$ cat config.mk
export PLATFORM = sky130hd
export DESIGN_NAME = irq_prio_ctrl
export DESIGN_NICKNAME = d
export VERILOG_FILES = /design/src/rtl/irqc_pkg.sv /design/src/rtl/irqc_source.sv /design/src/rtl/irqc_arbiter.sv /design/src/rtl/irq_prio_ctrl.sv
export SDC_FILE = /design/constraint.sdc
export NUM_CORES = 1
export LEC_CHECK = 0
export BUFFER_PORTS_ARGS = -buffer_cell sky130_fd_sc_hd__buf_2
export CORE_ASPECT_RATIO = 1.25
export CORE_MARGIN = 2
export CORE_UTILIZATION = 50
export DETAILED_ROUTE_END_ITERATION = 7
export PLACE_DENSITY = 0.66
export SYNTH_ARGS = -nofsm -noshare
export SYNTH_HDL_FRONTEND = slang
export SYNTH_HIERARCHICAL = 1
export SYNTH_SLANG_ARGS = --single-unit
$ cat constraint.sdc
create_clock -name clk -period 90.7 [get_ports clk]
set_input_delay 18.14 -clock clk [delete_from_list [all_inputs] [get_ports clk]]
set_output_delay 18.14 -clock clk [all_outputs]
set_load 0.02 [all_outputs]
$ cat src/rtl/irqc_pkg.sv
package irqc_pkg;

  typedef enum logic [1:0] {
    SENSE_LOW  = 2'd0,
    SENSE_HIGH = 2'd1,
    SENSE_FALL = 2'd2,
    SENSE_RISE = 2'd3
  } sense_e;

  localparam logic [11:0] OFS_RAW  = 12'h100;
  localparam logic [11:0] OFS_ACT  = 12'h104;
  localparam logic [11:0] OFS_STAT = 12'h108;
  localparam logic [11:0] OFS_PE   = 12'h10C;
  localparam logic [11:0] OFS_NUM  = 12'h110;
  localparam logic [11:0] OFS_EN   = 12'h114;
  localparam logic [11:0] OFS_OUT  = 12'h118;
  localparam logic [11:0] OFS_ENS  = 12'h120;
  localparam logic [11:0] OFS_ENC  = 12'h124;
  localparam logic [11:0] OFS_SSET = 12'h128;
  localparam logic [11:0] OFS_SCLR = 12'h12C;
  localparam logic [11:0] OFS_EOS  = 12'h130;

  // Level sense: true while the sampled line sits at the selected level.
  function automatic logic level_hit(input sense_e mode, input logic line_q);
    case (mode)
      SENSE_LOW:  level_hit = !line_q;
      SENSE_HIGH: level_hit = line_q;
      default:    level_hit = 1'b0;
    endcase
  endfunction

  // Edge sense: true when the line moves in the selected direction.
  function automatic logic edge_hit(input sense_e mode, input logic prev, input logic now);
    case (mode)
      SENSE_FALL: edge_hit = prev && !now;
      SENSE_RISE: edge_hit = !prev && now;
      default:    edge_hit = 1'b0;
    endcase
  endfunction

endpackage

$ cat src/rtl/irqc_source.sv
module irqc_source
  import irqc_pkg::*;
(
  input  logic   clk,
  input  logic   rst_n,
  input  logic   line_i,
  input  sense_e mode,
  input  logic   sw_set,
  input  logic   sw_clr,
  input  logic   svc_clr,
  output logic   edge_evt,
  output logic   raw
);

  logic line_q;
  logic latched;

  assign edge_evt = edge_hit(mode, line_q, line_i);

  always_ff @(posedge clk or negedge rst_n) begin
    if (!rst_n) begin
      line_q  <= 1'b0;
      latched <= 1'b0;
    end else begin
      line_q  <= line_i;
      latched <= (latched && !(sw_clr || svc_clr)) || edge_evt || sw_set;
    end
  end

  assign raw = latched || level_hit(mode, line_q);

endmodule

$ cat src/rtl/irqc_arbiter.sv
module irqc_arbiter #(
  parameter int N  = 32,
  parameter int PW = 3,
  parameter int IW = 5
) (
  input  logic [N-1:0]    req,
  input  logic [N*PW-1:0] prio_flat,
  output logic            valid,
  output logic [IW-1:0]   id
);

  logic [PW-1:0] best;

  // Ascending scan: only a strictly smaller urgency displaces the holder,
  // so ties stay with the lowest index.
  always_comb begin
    valid = 1'b0;
    id    = '0;
    best  = '1;
    for (int i = 0; i < N; i++) begin
      if (req[i] && (!valid || (prio_flat[i*PW +: PW] < best))) begin
        valid = 1'b1;
        id    = IW'(i);
        best  = prio_flat[i*PW +: PW];
      end
    end
  end

endmodule

$ cat src/rtl/irq_prio_ctrl.sv
module irq_prio_ctrl
  import irqc_pkg::*;
#(
  parameter int NSRC   = 32,
  parameter int PRIO_W = 3,
  parameter int ADDR_W = 12,
  parameter int DATA_W = 32
) (
  input  logic              clk,
  input  logic              rst_n,
  input  logic [NSRC-1:0]   src_i,
  input  logic [ADDR_W-1:0] bus_addr,
  input  logic              bus_wr,
  input  logic              bus_rd,
  input  logic [DATA_W-1:0] bus_wdata,
  output logic [DATA_W-1:0] bus_rdata,
  output logic              irq_n
);

  localparam int IDX_W      = (NSRC > 1) ? $clog2(NSRC) : 1;
  localparam int CTRL_SPAN  = NSRC * 4;
  localparam int MODE_LSB   = 6;

  // Named internal events, also observed by the bound checker.
  logic [NSRC-1:0]   raw;
  logic [NSRC-1:0]   stat;
  logic [NSRC-1:0]   en_q;
  logic [NSRC-1:0]   edge_evt;
  logic [NSRC-1:0]   svc_clr;
  logic              win_valid;
  logic [IDX_W-1:0]  win_id;
  logic              in_svc;
  logic [IDX_W-1:0]  svc_id;
  logic              take;
  logic              eos_wr;

  sense_e            mode_q [NSRC];
  logic [PRIO_W-1:0] prio_q [NSRC];
  logic [NSRC*PRIO_W-1:0] prio_flat;

  // Address decode
  logic             ctrl_hit;
  logic [IDX_W-1:0] ctrl_idx;
  logic             ens_wr, enc_wr, sset_wr, sclr_wr, pe_rd;

  assign ctrl_hit = (bus_addr < ADDR_W'(CTRL_SPAN)) && (bus_addr[1:0] == 2'b00);
  assign ctrl_idx = bus_addr[IDX_W+1:2];
  assign ens_wr   = bus_wr && (bus_addr == ADDR_W'(OFS_ENS));
  assign enc_wr   = bus_wr && (bus_addr == ADDR_W'(OFS_ENC));
  assign sset_wr  = bus_wr && (bus_addr == ADDR_W'(OFS_SSET));
  assign sclr_wr  = bus_wr && (bus_addr == ADDR_W'(OFS_SCLR));
  assign eos_wr   = bus_wr && (bus_addr == ADDR_W'(OFS_EOS));
  assign pe_rd    = bus_rd && (bus_addr == ADDR_W'(OFS_PE));

  assign take    = pe_rd && win_valid && !in_svc;
  assign svc_clr = take ? (NSRC'(1) << win_id) : '0;

  // Per-source control words and sensing
  for (genvar g = 0; g < NSRC; g++) begin : g_src
    always_ff @(posedge clk or negedge rst_n) begin
      if (!rst_n) begin
        mode_q[g] <= SENSE_LOW;
        prio_q[g] <= '0;
      end else if (bus_wr && ctrl_hit && (ctrl_idx == IDX_W'(g))) begin
        mode_q[g] <= sense_e'(bus_wdata[MODE_LSB+1:MODE_LSB]);
        prio_q[g] <= bus_wdata[PRIO_W-1:0];
      end
    end

    assign prio_flat[g*PRIO_W +: PRIO_W] = prio_q[g];

    irqc_source u_src (
      .clk      (clk),
      .rst_n    (rst_n),
      .line_i   (src_i[g]),
      .mode     (mode_q[g]),
      .sw_set   (sset_wr && bus_wdata[g]),
      .sw_clr   (sclr_wr && bus_wdata[g]),
      .svc_clr  (svc_clr[g]),
      .edge_evt (edge_evt[g]),
      .raw      (raw[g])
    );
  end

  // Enable bits, changed only through the two command registers
  always_ff @(posedge clk or negedge rst_n) begin
    if (!rst_n) begin
      en_q <= '0;
    end else if (ens_wr) begin
      en_q <= en_q | bus_wdata[NSRC-1:0];
    end else if (enc_wr) begin
      en_q <= en_q & ~bus_wdata[NSRC-1:0];
    end
  end

  assign stat = raw & en_q;

  irqc_arbiter #(
    .N  (NSRC),
    .PW (PRIO_W),
    .IW (IDX_W)
  ) u_arb (
    .req       (stat),
    .prio_flat (prio_flat),
    .valid     (win_valid),
    .id        (win_id)
  );

  // Service slot
  always_ff @(posedge clk or negedge rst_n) begin
    if (!rst_n) begin
      in_svc <= 1'b0;
      svc_id <= '0;
    end else if (eos_wr) begin
      in_svc <= 1'b0;
    end else if (take) begin
      in_svc <= 1'b1;
      svc_id <= win_id;
    end
  end

  assign irq_n = !(win_valid && !in_svc);

  // Read path
  function automatic logic [DATA_W-1:0] widen(input logic [NSRC-1:0] v);
    logic [DATA_W-1:0] w;
    w = '0;
    w[NSRC-1:0] = v;
    return w;
  endfunction

  function automatic logic [DATA_W-1:0] number(input logic [IDX_W-1:0] n);
    logic [DATA_W-1:0] w;
    w = '0;
    w[IDX_W-1:0] = n;
    return w;
  endfunction

  logic [DATA_W-1:0] rd_val;

  always_comb begin
    rd_val = '0;
    if (ctrl_hit) begin
      rd_val[MODE_LSB+1:MODE_LSB] = mode_q[ctrl_idx];
      rd_val[PRIO_W-1:0]          = prio_q[ctrl_idx];
    end else begin
      case (bus_addr)
        ADDR_W'(OFS_RAW):  rd_val = widen(raw);
        ADDR_W'(OFS_ACT):  rd_val = in_svc ? widen(NSRC'(1) << svc_id) : '0;
        ADDR_W'(OFS_STAT): rd_val = widen(stat);
        ADDR_W'(OFS_PE): begin
          if (win_valid) begin
            rd_val = number(win_id);
            rd_val[DATA_W-1] = 1'b1;
          end
        end
        ADDR_W'(OFS_NUM):  rd_val = number(svc_id);
        ADDR_W'(OFS_EN):   rd_val = widen(en_q);
        ADDR_W'(OFS_OUT):  rd_val = DATA_W'(!irq_n);
        default:           rd_val = '0;
      endcase
    end
  end

  always_ff @(posedge clk or negedge rst_n) begin
    if (!rst_n) begin
      bus_rdata <= '0;
    end else if (bus_rd) begin
      bus_rdata <= rd_val;
    end
  end

endmodule

==> summary.txt, run 1 <==
Run status
  • Status: complete, no violations

Clocking
  • Worst-skew pair later-pin latency: 610 ps
  • Htree depth: 1
  • # hold bufs at CTS: 0
  • Cts repair resizes: 0
  • CTS clk-pin slew, worst paths: 60 ps
  • Longest Clk Path Bufs: 3
  • Post-CTS Setup Repair Bufs: 0
  • Clock Sink Count: 294
  • TritonCTS clock tree: yes
  • Root buffer selected by CTS: clkbuf_16
  • Number of buffers created by CTS: 31

Placed design
  • Port bufs: 112
  • Final RePlAce weighted congestion: 1.010
  • Dpl hpwl: 54.04 mm

Setup path
  • CP max FO: 10
  • Critical R2R Capture: g_src[20].u_src/latched
  • Critical Path End: g_src[20].u_src/latched
  • Critical path data arrival time: 43,490 ps
  • Required @ worst endpoint: 91,170 ps
  • Setup crit end kind: register
  • Max incr delay on CP: 620 ps
  • Critical path class: register to register
  • Worst setup path start: mode_q[62]
  • CP max-delay cell: a31oi_1
  • Worst reg2reg setup slack: 47,670 ps
  • Reg2reg start: mode_q[62]
  • Worst setup SP type: register
  • Reg2reg path depth: 219

Detailed routing
  • DR vias: 19.04k
  • Number of nets still failing antenna checks after routing: 0
  • DR DRC count: 0
  • DR iter-0 viols: 2,023
  • Total wire length: 74.00 mm
  • Total iterations of the first detailed-routing run: 6
  • Vias per Instance: 6.687
  • Drt wl/cell: 25.99 um

Layout
  • Layout area overhead: 9.549%
  • Layout cells sized above 1: 0.2103
  • Final layout net count: 2,375

Yosys
  • Syn avg cell area: 9.613 sq um
  • Cells after synthesis: 2,193
  • Yosys warns: 6
  • Cell area after synthesis: 0.02108 sq mm
  • Post-Syn Nets: 2,305

Timing
  • Max-slew violation count: 0
  • Tcrit/Tclk final: 0.4744
  • Final hold violations: 0
  • Setup TNS: 0 ps
  • Worst Skew: 29.74 ps
  • Slew margin rel.: 0.1962
  • Final min period: 43,030 ps
  • Final setup violation count: 0
  • Fin Hold WS: 489.3 ps
  • Tightest Pin Transition: 1203 ps
  • F_max: 0.02324 GHz
  • RSZ-0062 raised after global routing: no

Die
  • # IOs: 113
  • Die Wd: 187.7 um
  • DIE AREA: 0.04383 sq mm
  • Die Height: 233.6 um
  • Row count: 84
  • Core Footprint: 0.04183 sq mm
  • Starting Density: 0.5040

Pwr
  • Peak VDD IR: 0.02891 mV
  • PwrDens: 22.36 mW/mm^2
  • Lkg Pwr: 10.35 nW
  • Final Power: 516.4 uW

Global routing
  • Pin count of the biggest net entering global routing: 93
  • GRT Overall Usage: 0.3358
  • Vias in the first global route: 18.60k
  • Initial antenna violation count: 2
  • Total gr overflow: 0
  • First-pass GRT wire length: 112.9 mm

Run
  • Max-Cap Viols: 0

Min path
  • Class of the worst hold path: register to register
## area by class of cell
class,instances,area (sq um)
fillers,3887,18740
multi-input cells,1716,12910
flip-flops and latches,294,7357
clock buffers,43,890.9
well taps,559,699.4
repair buffers,125,670.6
inverters,95,356.6
clock inverters,14,205.2
diodes,1,2.502
## metrics by stage
| step | util | area [sq um] | setup WS (ps) | cells |
|---|---|---|---|---|
| 4_1_cts | 0.5520 | 23090 | 48720 | 2846 |
| 2_1_floorplan | - | 21080 | 54510 | 2193 |
| 3_3_place_gp | 0.5258 | 22000 | 49760 | 2789 |
| 5_1_grt | 0.5520 | 23090 | 43900 | 2846 |
| 6_report | 0.5521 | 23090 | 47670 | 2847 |
| 3_5_place_dp | 0.5258 | 22000 | 48900 | 2789 |
## critical path: cells and delay by family, from the launching register on
kind	cells	cell delay, ps
AOI/OAI and AO/OA	84	18690
xor gates and xnor gates	1	160
adders and majority gates	29	7110
buffers and inverters	19	1380
DFF	1	420
muxes	14	3740
and+or+nand+nor	72	11310
## placed cells by master (no fill, tap or decap), types with 19 or more instances in the layout
master / n
nand3_1: 35
nor2b_1: 23
mux2_2: 176
or3b_1: 33
mux2i_1: 63
dfrtp_1: 294
nor2_1: 147
a21oi_1: 112
nand4bb_1: 32
ha_1: 32
a21o_1: 24
buf_2: 110
nor3_1: 27
o21bai_1: 36
and2_1: 116
xor2_1: 32
nand2b_1: 24
nand2_1: 207
inv_1: 95
nand4b_1: 65
o21ai_0: 84
clkbuf_16: 31
o221a_2: 19
mux4_2: 31
or3_1: 21
## per-layer routing
layer / track usage / share of wire / vias up
li1: - / - / 8378
met4: 0.1772 / 0.062 / 2
met2: 0.5685 / 0.47 / 926
met5: 0 / 0.00016 / -
met3: 0.04297 / 0.068 / 253
met1: 0.4205 / 0.40 / 9480
## how the worst min path moves through the flow
stage,start,endpoint,slack (ps),cells past startpoint
2_1_floorplan,prio_flat[13],prio_flat[13],500,1
4_1_cts,bus_rdata[5],bus_rdata[5],500,1
6_report,bus_rdata[5],bus_rdata[5],490,1
3_5_place_dp,bus_rdata[5],bus_rdata[5],480,1
3_3_place_gp,bus_rdata[5],bus_rdata[5],460,1
5_1_grt,bus_rdata[5],bus_rdata[5],520,1
## power by group
group	total, mW	internal, mW	switching (mW)
combinational	0.241	0.0761	0.165
sequential	0.136	0.134	0.00257
clock	0.139	0.0825	0.0568
Note: power is estimated with default switching activity, not from simulation.
==> inputs of run 2 (changes only) <==
--- a/config.mk
+++ b/config.mk
@@ -5,12 +5,13 @@
 export SDC_FILE = /design/constraint.sdc
 export NUM_CORES = 1
 export LEC_CHECK = 0
+export ABC_AREA = 1
 export BUFFER_PORTS_ARGS = -buffer_cell sky130_fd_sc_hd__buf_2
 export CORE_ASPECT_RATIO = 1.25
 export CORE_MARGIN = 2
 export CORE_UTILIZATION = 50
 export DETAILED_ROUTE_END_ITERATION = 7
-export PLACE_DENSITY = 0.66
+export PLACE_DENSITY = 0.69
 export SYNTH_ARGS = -nofsm -noshare
 export SYNTH_HDL_FRONTEND = slang
 export SYNTH_HIERARCHICAL = 1
==> constraint.sdc (replaced) <==
create_clock -name clk -period 37.3 [get_ports clk]
set_input_delay 7.46 -clock clk [delete_from_list [all_inputs] [get_ports clk]]
set_output_delay 7.46 -clock clk [all_outputs]
set_load 0.02 [all_outputs]
==> run 2 against run 1 <==
Effect of this change: utilization rose by 0.39 points; critical path type unchanged; combinational power shrank 24%; worst hold slack worse by 11 ps; register-to-register slack worse by 41000 ps; highest routed layer is now met4; wire length hardly changed; design area down 1.5%.
==> summary.txt, run 2 <==
Run status
  • Status: complete, no violations

Clocking
  • TritonCTS clock tree: yes
  • Worst-skew pair later-pin latency: 590 ps
  • Cts repair resizes: 0
  • Post-CTS Setup Repair Bufs: 0
  • CTS clk-pin slew, worst paths: 60 ps
  • # hold bufs at CTS: 0
  • Htree depth: 1
  • Longest Clk Path Bufs: 3
  • Clock Sink Count: 294
  • Number of buffers created by CTS: 30
  • Root buffer selected by CTS: clkbuf_16

Placed design
  • Port bufs: 112
  • Final RePlAce weighted congestion: 0.9745
  • Number of cells after detailed placement: 3,894
  • Dpl hpwl: 54.88 mm
  • Placed Area: 0.02170 sq mm

Detailed routing
  • DR vias: 21.76k
  • Number of nets still failing antenna checks after routing: 0
  • Vias per Instance: 5.510
  • Drt wl/cell: 18.73 um
  • DR DRC count: 0
  • Total wire length: 74.00 mm
  • DR iter-0 viols: 2,152
  • Total iterations of the first detailed-routing run: 6

Die
  • Die Wd: 185.8 um
  • Starting Density: 0.5050
  • Core Footprint: 0.04092 sq mm
  • Die Height: 231.3 um
  • Row count: 83
  • DIE AREA: 0.04298 sq mm
  • # IOs: 113

Setup path
  • Required @ worst endpoint: 37,770 ps
  • Worst setup SP type: register
  • Critical path class: register to register
  • CP max FO: 17
  • CP max-delay cell: nand4_1
  • Max incr delay on CP: 580 ps
  • Critical path data arrival time: 31,550 ps
  • Crit path top cell by count: nand2_1
  • Setup crit end kind: register

Timing
  • Tightest Pin Transition: 1176 ps
  • Worst Skew: 15.87 ps
  • Final min period: 31,080 ps
  • RSZ-0062 raised after global routing: no
  • F_max: 0.03217 GHz
  • Setup TNS: 0 ps
  • Tcrit/Tclk final: 0.8333
  • Final setup violation count: 0
  • Slew margin rel.: 0.2143
  • Final hold violations: 0
  • Max-slew violation count: 0

Layout
  • Layout Cells excl Fill: 3,950
  • Most common cell after layout, fill and taps aside: nand2_1
  • Final core utilization: 0.5560
  • Final Instance Area: 0.02275 sq mm
  • N_diodes: 0
  • Layout area overhead: 10.09%
  • Layout cells sized above 1: 0.1133
  • Commonest non-fill, non-tap cells in the layout: nand2_1, nor2_1, inv_1
  • Final layout net count: 3,486

Yosys
  • Syn avg cell area: 6.275 sq um
  • Cell area after synthesis: 0.02066 sq mm
  • Cells after synthesis: 3,293
  • Yosys warns: 6
  • Post-Syn Nets: 3,405

Global routing
  • GRT Overall Usage: 0.3479
  • Pin count of the biggest net entering global routing: 106
  • Initial antenna violation count: 0
  • Vias in the first global route: 20.60k
  • First-pass GRT wire length: 114.3 mm
  • Total gr overflow: 0

Run
  • Max-Cap Viols: 0

Pwr
  • Peak VDD IR: 0.03502 mV
  • Lkg Pwr: 12.04 nW
  • PwrDens: 36.77 mW/mm^2

Min path
  • Class of the worst hold path: register to register
-- run 2: final timing paths --
kind / start / end / slack (ps) / cells after the start
setup reg to reg: mode_q[62] / g_src[23].u_src/latched / 6220 / 255
hold / removal: bus_rdata[21] / bus_rdata[21] / 480 / 2
min in group asynchronous: rst_n / g_src[5].u_src/line_q / 6880 / 1
max in group asynchronous: rst_n / prio_flat[82] / 28340 / 3
setup / recovery: mode_q[62] / g_src[23].u_src/latched / 6220 / 255
hold reg to reg: bus_rdata[21] / bus_rdata[21] / 480 / 2
-- run 2: metal layers --
metal	global-route usage	vias up	wire (um)
met4	0.1804	0	4051
li1	-	10420	-
met2	0.5592	1026	33740
met5	0	-	0
met1	0.4637	10130	30570
met3	0.03614	193	5638
-- run 2: worst max-delay path: cells and delay by family (launching register included) --
family,cells,cell delay (ps)
adder cells (fa/ha/maj),30,8440
flip-flops,1,410
buffers and inverters,32,1810
AO/OA/AOI/OAI,34,7570
AND/OR/NAND/NOR,159,12710
-- run 2: per-stage QoR --
step / hold slack (ps) / total power [mW] / setup slack [ps]
floorplan: 455.0 / 0.4597 / 10470
global placement: 459.7 / 0.5072 / 7686
detailed placement: 460.1 / 0.5120 / 6477
CTS: 485.1 / 0.8361 / 6393
global route: 503.0 / 0.8718 / 2684
finish: 478.3 / 0.8365 / 6219
-- run 2: final cells by class --
cell class,instances,area [sq um]
timing repair buffer,128,690.7
inverter,438,1647
fill,4156,18170
sequential,294,7357
tap,552,690.7
multi-input combinational,2482,11310
clock inverter,12,148.9
clock buffer,44,904.6
-- run 2: report_power, final --
| part | total (mW) | switching (mW) | internal, mW |
|---|---|---|---|
| clock | 0.326 | 0.138 | 0.189 |
| combinational | 0.184 | 0.132 | 0.0516 |
| sequential | 0.327 | 0.00376 | 0.323 |
